`config.mk`:
```
export PLATFORM = sky130hd
export DESIGN_NAME = burst_col_seq
export DESIGN_NICKNAME = d
export VERILOG_FILES = /design/src/rtl/bcs_pkg.sv /design/src/rtl/bcs_beat_ctl.sv /design/src/rtl/bcs_addr_gen.sv /design/src/rtl/burst_col_seq.sv
export SDC_FILE = /design/constraint.sdc
export NUM_CORES = 1
export LEC_CHECK = 0
export BUFFER_PORTS_ARGS = -buffer_cell sky130_fd_sc_hd__buf_2
export CELL_PAD_IN_SITES_DETAIL_PLACEMENT = 0
export CELL_PAD_IN_SITES_GLOBAL_PLACEMENT = 2
export CORE_MARGIN = 2
export CORE_UTILIZATION = 30
export CTS_BUF_LIST = sky130_fd_sc_hd__clkbuf_4
export DETAILED_ROUTE_END_ITERATION = 6
export PLACE_DENSITY_LB_ADDON = 0.08
export SLEW_MARGIN = 20
export SYNTH_ARGS = -nofsm -noshare
export SYNTH_HDL_FRONTEND = slang
export SYNTH_SLANG_ARGS = --single-unit
```
`constraint.sdc`:
```
create_clock -name clk -period 2.2 [get_ports clk]
set_clock_uncertainty 0.1 [all_clocks]
set_input_delay 0.33 -clock clk [delete_from_list [all_inputs] [get_ports clk]]
set_output_delay 0.33 -clock clk [all_outputs]
set_load 0.005 [all_outputs]
```
`src/rtl/bcs_pkg.sv`:
```
package bcs_pkg;
  localparam int MAX_BL_LOG = 3;
  localparam int BL_CODE_W  = 2;

  typedef enum logic {
    ORD_SEQ = 1'b0,
    ORD_ILV = 1'b1
  } order_e;

  // low-bit mask of the wrap block for a burst length code
  function automatic logic [MAX_BL_LOG-1:0] beat_mask(input logic [BL_CODE_W-1:0] code);
    logic [MAX_BL_LOG:0] t;
    t = (MAX_BL_LOG+1)'(1) << code;
    return MAX_BL_LOG'(t - (MAX_BL_LOG+1)'(1));
  endfunction
endpackage

```
`src/rtl/bcs_beat_ctl.sv`:
```
module bcs_beat_ctl
  import bcs_pkg::*;
#(
  parameter int COL_W = 10
) (
  input  logic                    clk,
  input  logic                    rst,
  input  logic                    start,
  input  logic                    stop,
  input  logic [COL_W-1:0]        start_col,
  input  logic [BL_CODE_W-1:0]    bl_code,
  input  logic                    interleave,
  output logic                    active,
  output logic [MAX_BL_LOG-1:0]   beat,
  output logic [COL_W-1:0]        base,
  output logic [BL_CODE_W-1:0]    code_q,
  output order_e                  ord_q,
  output logic                    last
);
  assign last = active && (beat == beat_mask(code_q));

  always_ff @(posedge clk) begin
    if (rst) begin
      active <= 1'b0;
      beat   <= '0;
      base   <= '0;
      code_q <= '0;
      ord_q  <= ORD_SEQ;
    end else if (start) begin
      active <= 1'b1;
      beat   <= '0;
      base   <= start_col;
      code_q <= bl_code;
      ord_q  <= order_e'(interleave);
    end else if (stop) begin
      active <= 1'b0;
      beat   <= '0;
    end else if (active) begin
      if (last) begin
        active <= 1'b0;
        beat   <= '0;
      end else begin
        beat <= beat + MAX_BL_LOG'(1);
      end
    end
  end

  // a sampled start opens beat 0
  a_r2_start_opens: assert property (@(posedge clk) disable iff (rst)
    start |=> (active && beat == '0));
  // stop alone closes the burst
  a_r7_stop_closes: assert property (@(posedge clk) disable iff (rst)
    (stop && !start) |=> !active);
  // captured settings hold while no start arrives
  a_r9_cfg_held: assert property (@(posedge clk) disable iff (rst)
    (active && !start) |=> ($stable(code_q) && $stable(ord_q)));
endmodule

```
`src/rtl/bcs_addr_gen.sv`:
```
module bcs_addr_gen
  import bcs_pkg::*;
#(
  parameter int COL_W = 10
) (
  input  logic [COL_W-1:0]      base,
  input  logic [MAX_BL_LOG-1:0] beat,
  input  logic [BL_CODE_W-1:0]  code,
  input  order_e                ord,
  output logic [COL_W-1:0]      col
);
  localparam int HI_W = COL_W - MAX_BL_LOG;

  logic [MAX_BL_LOG-1:0] mask;
  logic [MAX_BL_LOG-1:0] low_seq;
  logic [MAX_BL_LOG-1:0] low_ilv;
  logic [MAX_BL_LOG-1:0] low_sel;

  always_comb begin
    mask    = beat_mask(code);
    low_seq = base[MAX_BL_LOG-1:0] + beat;
    low_ilv = base[MAX_BL_LOG-1:0] ^ beat;
    low_sel = (ord == ORD_ILV) ? low_ilv : low_seq;
  end

  for (genvar b = 0; b < MAX_BL_LOG; b++) begin : g_low
    assign col[b] = mask[b] ? low_sel[b] : base[b];
  end

  if (HI_W > 0) begin : g_hi
    assign col[COL_W-1:MAX_BL_LOG] = base[COL_W-1:MAX_BL_LOG];
  end
endmodule

```
`src/rtl/burst_col_seq.sv`:
```
module burst_col_seq
  import bcs_pkg::*;
#(
  parameter int COL_W = 10
) (
  input  logic             clk,
  input  logic             rst,
  input  logic             start,
  input  logic             stop,
  input  logic [COL_W-1:0] start_col,
  input  logic [1:0]       bl_code,
  input  logic             interleave,
  output logic [COL_W-1:0] col,
  output logic             col_valid,
  output logic             col_last
);
  logic                  active;
  logic [MAX_BL_LOG-1:0] beat;
  logic [COL_W-1:0]      base;
  logic [BL_CODE_W-1:0]  code_q;
  order_e                ord_q;
  logic                  last;
  logic [COL_W-1:0]      hi_mask;

  bcs_beat_ctl #(.COL_W(COL_W)) u_ctl (
    .clk(clk), .rst(rst), .start(start), .stop(stop),
    .start_col(start_col), .bl_code(bl_code), .interleave(interleave),
    .active(active), .beat(beat), .base(base), .code_q(code_q),
    .ord_q(ord_q), .last(last)
  );

  bcs_addr_gen #(.COL_W(COL_W)) u_addr (
    .base(base), .beat(beat), .code(code_q), .ord(ord_q), .col(col)
  );

  assign col_valid = active;
  assign col_last  = last;
  assign hi_mask   = ~{{(COL_W-MAX_BL_LOG){1'b0}}, beat_mask(code_q)};

  // last only on a valid beat
  a_r6_last_valid: assert property (@(posedge clk) disable iff (rst)
    col_last |-> col_valid);
  // burst ends after last beat
  a_r6_end_after_last: assert property (@(posedge clk) disable iff (rst)
    (col_last && !start) |=> !col_valid);
  // single-beat burst
  a_r6_bl1_single: assert property (@(posedge clk) disable iff (rst)
    (start && bl_code == 2'd0) |=> col_last);
  // beat 0 is the start column
  a_r2_first_col: assert property (@(posedge clk) disable iff (rst)
    start |=> (col_valid && col == $past(start_col)));
  // upper column bits fixed within a burst
  a_r5_upper_fixed: assert property (@(posedge clk) disable iff (rst)
    (col_valid && !col_last && !start && !stop) |=>
      ((col & hi_mask) == ($past(col) & hi_mask)));
  // nothing valid right after reset
  a_r1_reset_idle: assert property (@(posedge clk)
    $past(rst) |-> (!col_valid && !col_last));
endmodule

```
======== Yosys cells after proc, flatten, opt, wreduce, memory -nomap -nowiden ========
Cells that the tools add are included.
cells by class
  $add $sub $neg .......................... 3
  eq/ne operators ......................... 1
  shift operators ......................... 1
  multiplexer cells ....................... 9
  bitwise gates (word level) .............. 1
  reduce and logical (&&, ||, !) cells .... 2
operators with widths
  operator                                                            number
  1-bit two-way mux                                                   7
  3-bit two-way mux                                                   2
  3-bit by 1-bit adder with 3-bit output, second input constant       1
  3-bit adder                                                         1
  3-bit equality test                                                 1
  3-bit OR reduction                                                  1
  1-bit by 2-bit << shifter with 3-bit output, first input constant   1
  3-bit by 1-bit subtractor with 3-bit output, second input constant  1
  3-bit bitwise XOR                                                   1
  1-bit logical AND                                                   1
word-level totals
  flip-flop bits (word level) ............. 17
  logic and storage cells ................. 22

======== Logic depth before layout (Yosys ltp) ========
Gate-level depths: netlist of run 1.
  word-level depth ........................ 8
  gate-level depth with buffers ........... 6
  mapped depth without buffers ............ 6

======== Hierarchy ========
A second synthesis of run 1 with hierarchy kept.
second synthesis, totals
  cell total of the unflattened synthesis .. 94
  area, all modules ....................... 899.6 µm²
by module, submodules not included
  module        instances  cells each  area an instance (µm²)
  bcs_beat_ctl  1          71          728.2
  bcs_addr_gen  1          23          171.4

======== Least setup slack after synthesis of run 1 ========
No wires, ideal clock.
  path type ............................... register to output
  start ................................... register u_ctl.beat[0]
  end ..................................... output port col[2]
  arrival time ............................ 1.356 ns
  required time ........................... 1.770 ns
  slack ................................... 0.414 ns
  stages on the path, launching flop included .. 7
  path buffers ............................ 0
  cell sequence ........................... dfxtp_1 > ha_1 > fa_1 > nand2b_1 > xnor2_1 > nand3_1 > xnor2_1
between the ends
  longest elaborated chain between the ends .. 3
RTL lines
  what                    RTL line             source
  start, declared         bcs_beat_ctl.sv:14   output logic [MAX_BL_LOG-1:0] beat,
  start signal, assigned  bcs_beat_ctl.sv:43   beat <= beat + MAX_BL_LOG'(1);
  3-bit adder             bcs_addr_gen.sv:21   low_seq = base[MAX_BL_LOG-1:0] + beat;
  3-bit two-way mux       bcs_addr_gen.sv:23   low_sel = (ord == ORD_ILV) ? low_ilv : low_seq;
  1-bit two-way mux       bcs_addr_gen.sv:27   assign col[b] = mask[b] ? low_sel[b] : base[b];
  end, declared           burst_col_seq.sv:13  output logic [COL_W-1:0] col,
Every way passes these cells.

======== Final worst setup path of run 1 ========
Ends and elaborated chain as after synthesis.

==> results by group, run 1 <==
Drt
  – Antenna Nets Post-Route: 0
  – DRC violations left: 0
  – DRT Wirelength: 1776 um
  – DR pass1 iterations: 4
  – Drt wl/cell: between 10 and 15 um
  – Via count: 681
  – Avg Vias per Cell: 4.762
  – Initial DRC count: 7

Synth
  – Syn Nets: 111
  – Number of distinct library cells after synthesis: 26
  – Yosys synthesis warning count: 0
  – Register bit total from synthesis: 17
  – Syn avg cell area: 9.579 um2
  – Post-synth EDFFs: 0
  – Cell type with the largest total area after synthesis: dfxtp_1
  – Share of synthesized flip-flops with an asynchronous set or reset: 0%
  – Synth cell count leaders: dfxtp_1 (17), nor2_1 (17), mux2i_1 (14)
  – Synth Flop Type: dfxtp_1
  – Post-Syn Area: 862.1 um2
  – Top post-synthesis cells by area: dfxtp_1 (39%), mux2i_1 (16%), nor2_1 (7.4%)
  – Seq/Total Area, Yosys: 39.48%
  – Syn Inst Count: 90
  – Synth top area share: 39.48%

Global routing
  – Grt ovf: 0
  – Initial antenna violation count: 0
  – Vias in the first global route: 645
  – First-pass GRT wire length: a little over 3000 um
  – Largest net degree at the start of global routing: 16
  – GRT Util Overall: 12.10%

STA
  – Final hold violations: 0
  – Setup violators final: 0
  – Slew HR: 71.45%
  – Worst Tran Pin Value: about 0.43 ns
  – Final Critical Period: 2.123 ns
  – Total Neg Setup Slack: 0 ns
  – Fin crit share: 96.52%
  – Hold Slack: 0.1620 ns
  – Slew Viols, Final: 0
  – RSZ-0062 raised after global routing: yes
  – Fmax: 0.4709 GHz

Clock network
  – Total CTS buffers: 3
  – Worst-Skew Late Latency: 0.29 ns
  – Htree depth: 1
  – Clock Sinks: 17
  – TritonCTS clock tree: done
  – Clock slew at reported path FFs: 0.10 ns
  – Clock buffer depth: 2
  – Root Driver: clkbuf_4

Placed design
  – I/O Buffers: 28
  – DP HPWL: 1244 um
  – GPL Wtd Cong: 0.6558

Flow run
  – Max cap viols: 0

Min path
  – Hold crit path type: in -> reg

Critical path
  – CP required: 1.77 ns
  – Critical path startpoint category: register
  – Setup crit end kind: output pin
  – CP arrival: 1.69 ns
  – Peak fanout along the critical path: 2
  – Crit path kind: reg -> out

Cells and area
  – Final Core Density: ~38%
  – Reg area: 345.3 um2
  – FILL cells: 290
  – # diodes: 0
  – Share of layout cells above drive strength 1: 35.71%
  – Layout area overhead: 19.16%
  – Fin nets: 134
  – Area of the multi-input gates: 461.7 um2

Floorplanning
  – DIE AREA: 3318 um2
  – DIE HEIGHT: 57.61 um
  – Starting Density: between 30% and 40%
  – # rows: 19
  – Die width: 57.61 um
  – IO Count: 29
  – Core Box Area: 2734 um2

Run status
  – Outcome: completed

Pwr
  – Leakage power of the design: 0.4944 nW
  – Worst VDD drop: roughly 0.3 mV
  – Pwr/cell area: 586.6 nW/um2
-- per-stage QoR --
step	setup WS [ns]	total power, mW	cell area [um2]	instances
after floorplan	0.4142	0.3979	862.1	90
after detailed placement	0.2369	0.4259	969.7	138
final	0.07659	0.6026	1027	143
after global routing	-0.08218	0.6432	1027	143
after global placement	0.2539	0.4246	969.7	138
after CTS	0.009970	0.6139	1016	143
-- worst max-delay path, stage by stage, from the launching register on --
cell      delay (ns)
dfxtp_4         0.37
ha_4            0.15
fa_2            0.31
nand2b_1        0.09
xnor2_1         0.11
nand3_1         0.11
xnor2_1         0.14
buf_2           0.13
-- area by class of cell --
type,instances,area share [%]
repair buffers,29,14.37
inverters,1,0.3654
well taps,31,3.776
flip-flops and latches,17,33.62
clock buffers,4,2.923
multi-input cells,61,44.94
-- report_power, final --
part	total, mW	leakage (nW)	switching (mW)	internal, mW
Combinational	0.0812	0.335	0.0373	0.0439
Sequential	0.336	0.141	0.0140	0.322
Clock	0.185	0.0184	0.102	0.0829
-- placed cells by master, fill, tap and decap left out, drive strengths merged --
cell / instances
buf: 29
nor2: 17
dfxtp: 17
mux2i: 14
a21oi: 4
nand2b: 4
clkbuf: 4
ha: 3
nand3: 2
nand2: 2
xnor2: 2
xor2: 1
nor4b: 1
a2bb2oi: 1
nor3: 1
a21boi: 1
mux2: 1
nor2b: 1
o211ai: 1
or3: 1
inv: 1
a41oi: 1
nand4: 1
nand3b: 1
fa: 1
-- path summary, 6_finish.rpt --
path / slack, ns / end / from / cells after the start
setup / recovery: 0.08 / col[2] / u_ctl.beat[0]$_SDFFE_PP0P_ / 7
hold / removal: 0.16 / u_ctl.base[9]$_SDFFE_PP0P_ / start_col[9] / 3
setup reg to reg: 0.79 / u_ctl.beat[2]$_SDFFE_PP0P_ / u_ctl.beat[2]$_SDFFE_PP0P_ / 4
hold reg to reg: 0.40 / u_ctl.base[7]$_SDFFE_PP0P_ / u_ctl.base[7]$_SDFFE_PP0P_ / 2
-- cell families (layout without fill, tap and decap cells) --
| group | after synthesis | count (layout) | share of synthesized area, % |
|---|---|---|---|
| buffers and inverters | 12 | 34 | 8.707 |
| flip-flops | 17 | 17 | 39.48 |
| adder cells (fa/ha/maj) | 4 | 4 | 6.677 |
| multiplexers | 15 | 15 | 17.56 |
| XOR/XNOR | 3 | 3 | 3.048 |
| AO/OA/AOI/OAI | 8 | 8 | 6.822 |
| AND/OR/NAND/NOR | 31 | 31 | 17.71 |
-- sequential cells by signal (all words and copies together), names as in the netlist --
| register | cells |
|---|---|
| u_ctl.beat | 3 |
| u_ctl.ord_q | 1 |
| u_ctl.base | 10 |
| u_ctl.code_q | 2 |
| u_ctl.active | 1 |
-- metal layers --
| metal | GRT usage [%] | up-vias | wire length (um) | share of wire, % |
|---|---|---|---|---|
| met2 | 17.86 | 19 | 793 | 45 |
| met5 | 0 | - | 0 | 0 |
| met1 | 16.53 | 312 | 856 | 48 |
| li1 | - | 346 | - | - |
| met3 | 2.721 | 4 | 93 | 5.2 |
| met4 | 5.980 | 0 | 33 | 1.9 |
-- what timing repair did --
action,CTS,global route
gates resized for setup,4,2
buffers inserted,1,0
setup endpoints to repair,1,1
pin swaps,2,2
hold buffers,0,0
Power figures use the tool's default switching activity.
==> run 2, diff against run 1 <==
--- a/config.mk
+++ b/config.mk
@@ -9,8 +9,9 @@
 export CELL_PAD_IN_SITES_DETAIL_PLACEMENT = 0
 export CELL_PAD_IN_SITES_GLOBAL_PLACEMENT = 2
 export CORE_MARGIN = 2
-export CORE_UTILIZATION = 30
+export CORE_UTILIZATION = 29
 export CTS_BUF_LIST = sky130_fd_sc_hd__clkbuf_4
+export CTS_CLUSTER_SIZE = 24
 export DETAILED_ROUTE_END_ITERATION = 6
 export PLACE_DENSITY_LB_ADDON = 0.08
 export SLEW_MARGIN = 20
==> run 2 against run 1 <==
Maximum frequency is 1.6% lower; non-clock buffer count stayed put; critical path depth is the same; combinational power shrank 0.7%; count of clock-buffer cells in the layout unchanged; via count fell by 1.0%; clock power is 4% lower; cell count unchanged; die area is 3.2% higher; routed wire length fell by 4.1%; critical path type unchanged.
==> results by group, run 2 (same netlist as run 1, synthesis figures left out) <==
Pwr
  – Leakage power of the design: 0.4940 nW (about the same)
  – Worst VDD drop: 0.3137 mV (+4.1%)
  – Pwr/cell area: 578.7 nW/um2 (-1.3%)

STA
  – Slew HR: 72.01% (+0.56 points)
  – Hold Slack: 0.1736 ns (+0.01161 ns)
  – Slew Viols, Final: 0 (unchanged)
  – Final hold violations: 0 (unchanged)
  – Setup violators final: 0 (unchanged)
  – Final Critical Period: 2.157 ns (+0.03400 ns)
  – Fmax: 0.4635 GHz (-1.6%)
  – Total Neg Setup Slack: 0 ns (unchanged)
  – Fin crit share: 98.06% (+1.5 points)
  – Worst Tran Pin Value: 0.4198 ns (-0.008460 ns)
  – Post-route setup slack: 0.04259 ns (-0.03400 ns)
  – RSZ-0062 raised after global routing: yes

Critical path
  – RR Startpoint: u_ctl.beat[2]$_SDFFE_PP0P_
  – Peak fanout along the critical path: 2 (unchanged)
  – R2r endpoint: u_ctl.beat[2]$_SDFFE_PP0P_
  – Worst Setup SP: u_ctl.beat[0]$_SDFFE_PP0P_
  – Critical path startpoint category: register
  – Crit path kind: reg -> out
  – End of the critical path: col[2]
  – CP required: 1.77 ns (about the same)
  – Setup crit end kind: output pin
  – R2r setup slk: 0.83 ns (+0.04 ns)
  – Worst r2r path cells: 4 (unchanged)
  – CP arrival: 1.73 ns (+0.04 ns)

Floorplanning
  – DIE AREA: 3425 um2 (+3.2%)
  – Starting Density: 30.99% (-0.54 points)
  – DIE HEIGHT: 58.52 um (+1.6%)
  – IO Count: 29 (unchanged)
  – Core Box Area: 2781 um2 (+1.7%)
  – Die width: 58.52 um (+1.6%)
  – # rows: 19 (unchanged)

Clock network
  – Clock Sinks: 17 (unchanged)
  – Htree depth: 1 (unchanged)
  – Worst-Skew Late Latency: 0.28 ns (about the same)
  – Total CTS buffers: 3 (unchanged)
  – TritonCTS clock tree: done
  – Clock slew at reported path FFs: 0.10 ns (about the same)
  – Root Driver: clkbuf_4
  – Clock buffer depth: 2 (unchanged)

Global routing
  – Grt met2 use: 15.73% (-2.1 points)
  – GR peak layer: met2
  – GRT Util Overall: 10.66% (-1.4 points)
  – Largest net degree at the start of global routing: 16 (unchanged)
  – Grt met3 use: 2.418% (-0.30 points)
  – Vias in the first global route: 614 (-4.8%)
  – First-pass GRT wire length: 2746 um (-9.6%)
  – Initial antenna violation count: 0 (unchanged)
  – Grt ovf: 0 (unchanged)
  – Met1 Resource Use GR: 14.29% (-2.2 points)

Cells and area
  – Final Core Density: 36.93% (-0.64 points)
  – Reg area: 345.3 um2 (unchanged)
  – # diodes: 0 (unchanged)
  – Share of layout cells above drive strength 1: 35.71% (unchanged)
  – Layout area overhead: 19.16% (unchanged)
  – Max FFs per register: 10 (unchanged)
  – FILL cells: 289 (-0.34%)
  – Post-layout instance area: 1027 um2 (unchanged)
  – Largest Register: u_ctl.base
  – Fin nets: 134 (unchanged)
  – Largest registers: u_ctl.base: 10 flops, u_ctl.beat: 3 flops, u_ctl.code_q: 2 flops
  – Commonest non-fill, non-tap cell in the layout: buf_2
  – Area of the multi-input gates: 461.7 um2 (unchanged)
  – Most frequent cells in the layout: buf_2 (28), nor2_1 (17), dfxtp_1 (15)

Drt
  – DRC violations left: 0 (unchanged)
  – Via count: 674 (-1.0%)
  – DR pass1 iterations: 3 (-1)
  – Initial DRC count: 8 (+1)
  – DRT Wirelength: 1704 um (-4.1%)
  – Antenna Nets Post-Route: 0 (unchanged)
  – Drt wl/cell: 11.92 um (-4.1%)
  – Avg Vias per Cell: 4.713 (-1.0%)

Flow run
  – Max cap viols: 0 (unchanged)

Min path
  – Hold crit path type: in -> reg
  – Worst Min Path Start: start_col[5]
  – WHS Path Cells: 3 (unchanged)

Placed design
  – Placed cell area: 969.7 um2 (unchanged)
  – GPL Wtd Cong: 0.6732 (+2.7%)
  – I/O Buffers: 28 (unchanged)
  – Placement Setup Slack: 0.2357 ns (-0.001165 ns)
  – DP HPWL: 1205 um (-3.2%)

Run status
  – Outcome: completed
==> run 2: area by class of cell <==
cell class / instances / area share [%]
clock buffers: 4 / 2.923
inverters: 1 / 0.3654
multi-input cells: 61 / 44.94
flip-flops and latches: 17 / 33.62
well taps: 31 / 3.776
repair buffers: 29 / 14.37
==> run 2: how the worst min path moves through the flow <==
stage / endpoint
6_report: u_ctl.base[5]$_SDFFE_PP0P_
4_1_cts: u_ctl.code_q[1]$_SDFFE_PP0P_
2_1_floorplan: u_ctl.base[0]$_SDFFE_PP0P_
3_3_place_gp: u_ctl.base[4]$_SDFFE_PP0P_
5_1_grt: u_ctl.base[0]$_SDFFE_PP0P_
3_5_place_dp: u_ctl.base[9]$_SDFFE_PP0P_
==> run 2: through the flow <==
| stage | power, mW | instances |
|---|---|---|
| 5_1_grt | 0.6344 | 143 |
| 3_5_place_dp | 0.4254 | 138 |
| 3_3_place_gp | 0.4247 | 138 |
| 6_report | 0.5944 | 143 |
| 4_1_cts | 0.6119 | 143 |
| 2_1_floorplan | 0.3979 | 90 |
==> run 2: report_power, final <==
| group | total, mW | internal (mW) | switching [mW] |
|---|---|---|---|
| clock | 0.177 | 0.0827 | 0.0947 |
| sequential | 0.337 | 0.322 | 0.0143 |
| combinational | 0.0806 | 0.0438 | 0.0368 |
==> run 2: per-layer routing <==
layer | part of all wire, % | wire length, um
met1 | 50 | 844
met2 | 44 | 750
met3 | 5.1 | 87
met4 | 1.3 | 22
met5 | 0 | 0
==> run 2: repair_timing <==
| item | CTS | global route |
|---|---|---|
| buffers inserted | 1 | 0 |
| resized for setup | 6 | 0 |
| hold buffers | 0 | 0 |
| pin swaps | 2 | 1 |
| endpoints found under the setup margin | 1 | 1 |
| endpoints found under the hold margin | 0 | 0 |
==> run 2: critical path, cell delays in order, from the launching register on <==
cell	delay [ns]
dfxtp_4	0.37
ha_4	0.15
fa_2	0.31
nand2b_1	0.09
xnor2_1	0.11
nand3_1	0.12
xnor2_1	0.16
buf_2	0.13
==> run 3, diff against run 2 <==
--- a/config.mk
+++ b/config.mk
@@ -14,7 +14,6 @@
 export CTS_CLUSTER_SIZE = 24
 export DETAILED_ROUTE_END_ITERATION = 6
 export PLACE_DENSITY_LB_ADDON = 0.08
-export SLEW_MARGIN = 20
 export SYNTH_ARGS = -nofsm -noshare
 export SYNTH_HDL_FRONTEND = slang
 export SYNTH_SLANG_ARGS = --single-unit
==> constraint.sdc (replaced) <==
create_clock -name clk -period 2.8 [get_ports clk]
set_clock_uncertainty 0.1 [all_clocks]
set_input_delay 0.42 -clock clk [delete_from_list [all_inputs] [get_ports clk]]
set_output_delay 0.42 -clock clk [all_outputs]
set_load 0.005 [all_outputs]
==> run 3 against run 2 <==
Via count decreased by 1.5%; count of clock-buffer cells in the layout did not move; non-clock buffer count decreased by 1.
==> results by group, run 3 (same netlist as run 1, synthesis figures left out) <==
Run status
  – Outcome: completed

Global routing
  – GRT Util Overall: 10.57% (-0.087 points)
  – Vias in the first global route: 615 (+0.16%)
  – First-pass GRT wire length: 2725 um (-0.76%)
  – Largest net degree at the start of global routing: 16 (unchanged)
  – Grt ovf: 0 (unchanged)
  – Initial antenna violation count: 0 (unchanged)

Cells and area
  – Fin nets: 133 (-0.75%)
  – Largest registers: u_ctl.base: 10 flops, u_ctl.beat: 3 flops, u_ctl.code_q: 2 flops
  – Commonest non-fill, non-tap cell in the layout: buf_2
  – Share of layout cells above drive strength 1: 31.53% (-4.2 points)
  – FILL cells: 284 (-1.7%)
  – # diodes: 0 (unchanged)
  – Most frequent cells in the layout: buf_2 (28), nor2_1 (17), dfxtp_1 (17)
  – Max FFs per register: 10 (unchanged)
  – Largest Register: u_ctl.base
  – Layout area overhead: 15.97%
  – Post-layout instance area: 999.7 um2 (-2.7%)

Placed design
  – I/O Buffers: 28 (unchanged)
  – Placed cell area: 969.7 um2 (unchanged)
  – DP HPWL: 1205 um (unchanged)
  – GPL Wtd Cong: 0.6732 (unchanged)

STA
  – RSZ-0062 raised after global routing: no
  – Worst Tran Pin Value: 0.4309 ns (+0.01104 ns)
  – Hold Slack: 0.2662 ns (+0.09256 ns)
  – Final Critical Period: about 2.4 ns
  – Final hold violations: 0 (unchanged)
  – Fin crit share: between 80% and 90%
  – Total Neg Setup Slack: 0 ns (unchanged)
  – Setup violators final: 0 (unchanged)
  – Fmax: 0.4204 GHz
  – Slew Viols, Final: 0 (unchanged)
  – Slew HR: 71.28% (-0.74 points)

Critical path
  – Setup crit end kind: output pin
  – Crit path kind: reg -> out
  – Worst r2r path cells: 4 (unchanged)
  – Worst Setup SP: u_ctl.beat[0]$_SDFFE_PP0P_
  – Peak fanout along the critical path: 7 (+5)
  – Critical path startpoint category: register
  – CP required: 2.28 ns (+0.51 ns)
  – R2r setup slk: 1.43 ns (+0.60 ns)
  – RR Startpoint: u_ctl.beat[2]$_SDFFE_PP0P_
  – CP arrival: 1.86 ns (+0.13 ns)

Drt
  – Antenna Nets Post-Route: 0 (unchanged)
  – Via count: 664 (-1.5%)
  – DR pass1 iterations: 3 (unchanged)
  – Avg Vias per Cell: 4.676 (-0.79%)
  – DRC violations left: 0 (unchanged)
  – Initial DRC count: 7 (-1)
  – Drt wl/cell: 11.66 um (-2.1%)
  – DRT Wirelength: 1656 um (-2.8%)

Clock network
  – Resize count post-CTS: 0 (-6)
  – Total CTS buffers: 3 (unchanged)
  – Htree depth: 1 (unchanged)
  – Setup bufs post-CTS: 0 (-1)
  – TritonCTS clock tree: done
  – Clock slew at reported path FFs: 0.10 ns (about the same)
  – Clock Sinks: 17 (unchanged)
  – Root Driver: clkbuf_4
  – Worst-Skew Late Latency: 0.28 ns (about the same)
  – Hold buffer count at CTS: 0 (unchanged)
  – Clock buffer depth: 2 (unchanged)

Min path
  – Worst Min Path Start: start_col[5]
  – Hold crit path type: in -> reg
  – WHS Path Cells: 3 (unchanged)

Floorplanning
  – DIE AREA: 3425 um2 (unchanged)
  – # rows: 19 (unchanged)
  – Core Box Area: 2781 um2 (unchanged)
  – DIE HEIGHT: 58.52 um (unchanged)
  – Die width: 58.52 um (unchanged)
  – IO Count: 29 (unchanged)
  – Starting Density: 30.99% (unchanged)

Pwr
  – Leakage power of the design: 0.4924 nW (-0.33%)
  – Pwr/cell area: 466.7 nW/um2 (-19%)
  – Worst VDD drop: 0.2458 mV (-22%)

Flow run
  – Max cap viols: 0 (unchanged)
[run 3: cell count changes in the layout (fill, tap and decap cells not counted)]
cell     previous run  this run
dfxtp_4             1         0
fa_1                0         1
dfxtp_1            15        17
fa_2                1         0
ha_1                2         3
buf_4               1         0
ha_4                1         0
dfxtp_2             1         0
[run 3: per-stage QoR]
stage / cells / util (%) / setup WS (ns) / total power [mW]
3_5_place_dp: 138 / 34.86 / 0.7457 / 0.3342
4_1_cts: 142 / 35.94 / 0.3974 / 0.4805
6_report: 142 / 35.94 / 0.4211 / 0.4666
3_3_place_gp: 138 / 34.86 / 0.7648 / 0.3337
5_1_grt: 142 / 35.94 / 0.3148 / 0.4980
2_1_floorplan: 90 / - / 0.9242 / 0.3126
[run 3: cell type report]
cell class | count | area, um2 | share of cell area (%)
Multi-Input combinational cell | 61 | 446.7 | 44.68
Timing Repair Buffer | 28 | 140.1 | 14.02
Tap cell | 31 | 38.79 | 3.880
Clock buffer | 4 | 30.03 | 3.004
Sequential cell | 17 | 340.3 | 34.04
Inverter | 1 | 3.754 | 0.3755
[run 3: final timing paths]
kind / end
min reg2reg: u_ctl.base[3]$_SDFFE_PP0P_
max reg2reg: u_ctl.beat[2]$_SDFFE_PP0P_
max: col[2]
min: u_ctl.base[5]$_SDFFE_PP0P_
[run 3: routing by layer]
layer	track usage (%)	vias to the layer above	wire length, um
li1	-	342	-
met1	14.17	304	841
met2	15.57	16	705
met3	2.418	2	87
met4	5.980	0	22
met5	0	-	0
[run 3: report_power, final]
group / switching, mW / internal (mW)
Clock: 0.0745 / 0.0649
Combinational: 0.0286 / 0.0338
Sequential: 0.0109 / 0.254
[run 3: worst max-delay path, stage by stage, from the launching register on]
cell and delay [ns]:
dfxtp_1 0.38, ha_1 0.23, fa_1 0.35, nand2b_1 0.09, xnor2_1 0.11, nand3_1 0.12
xnor2_1 0.16, buf_2 0.13
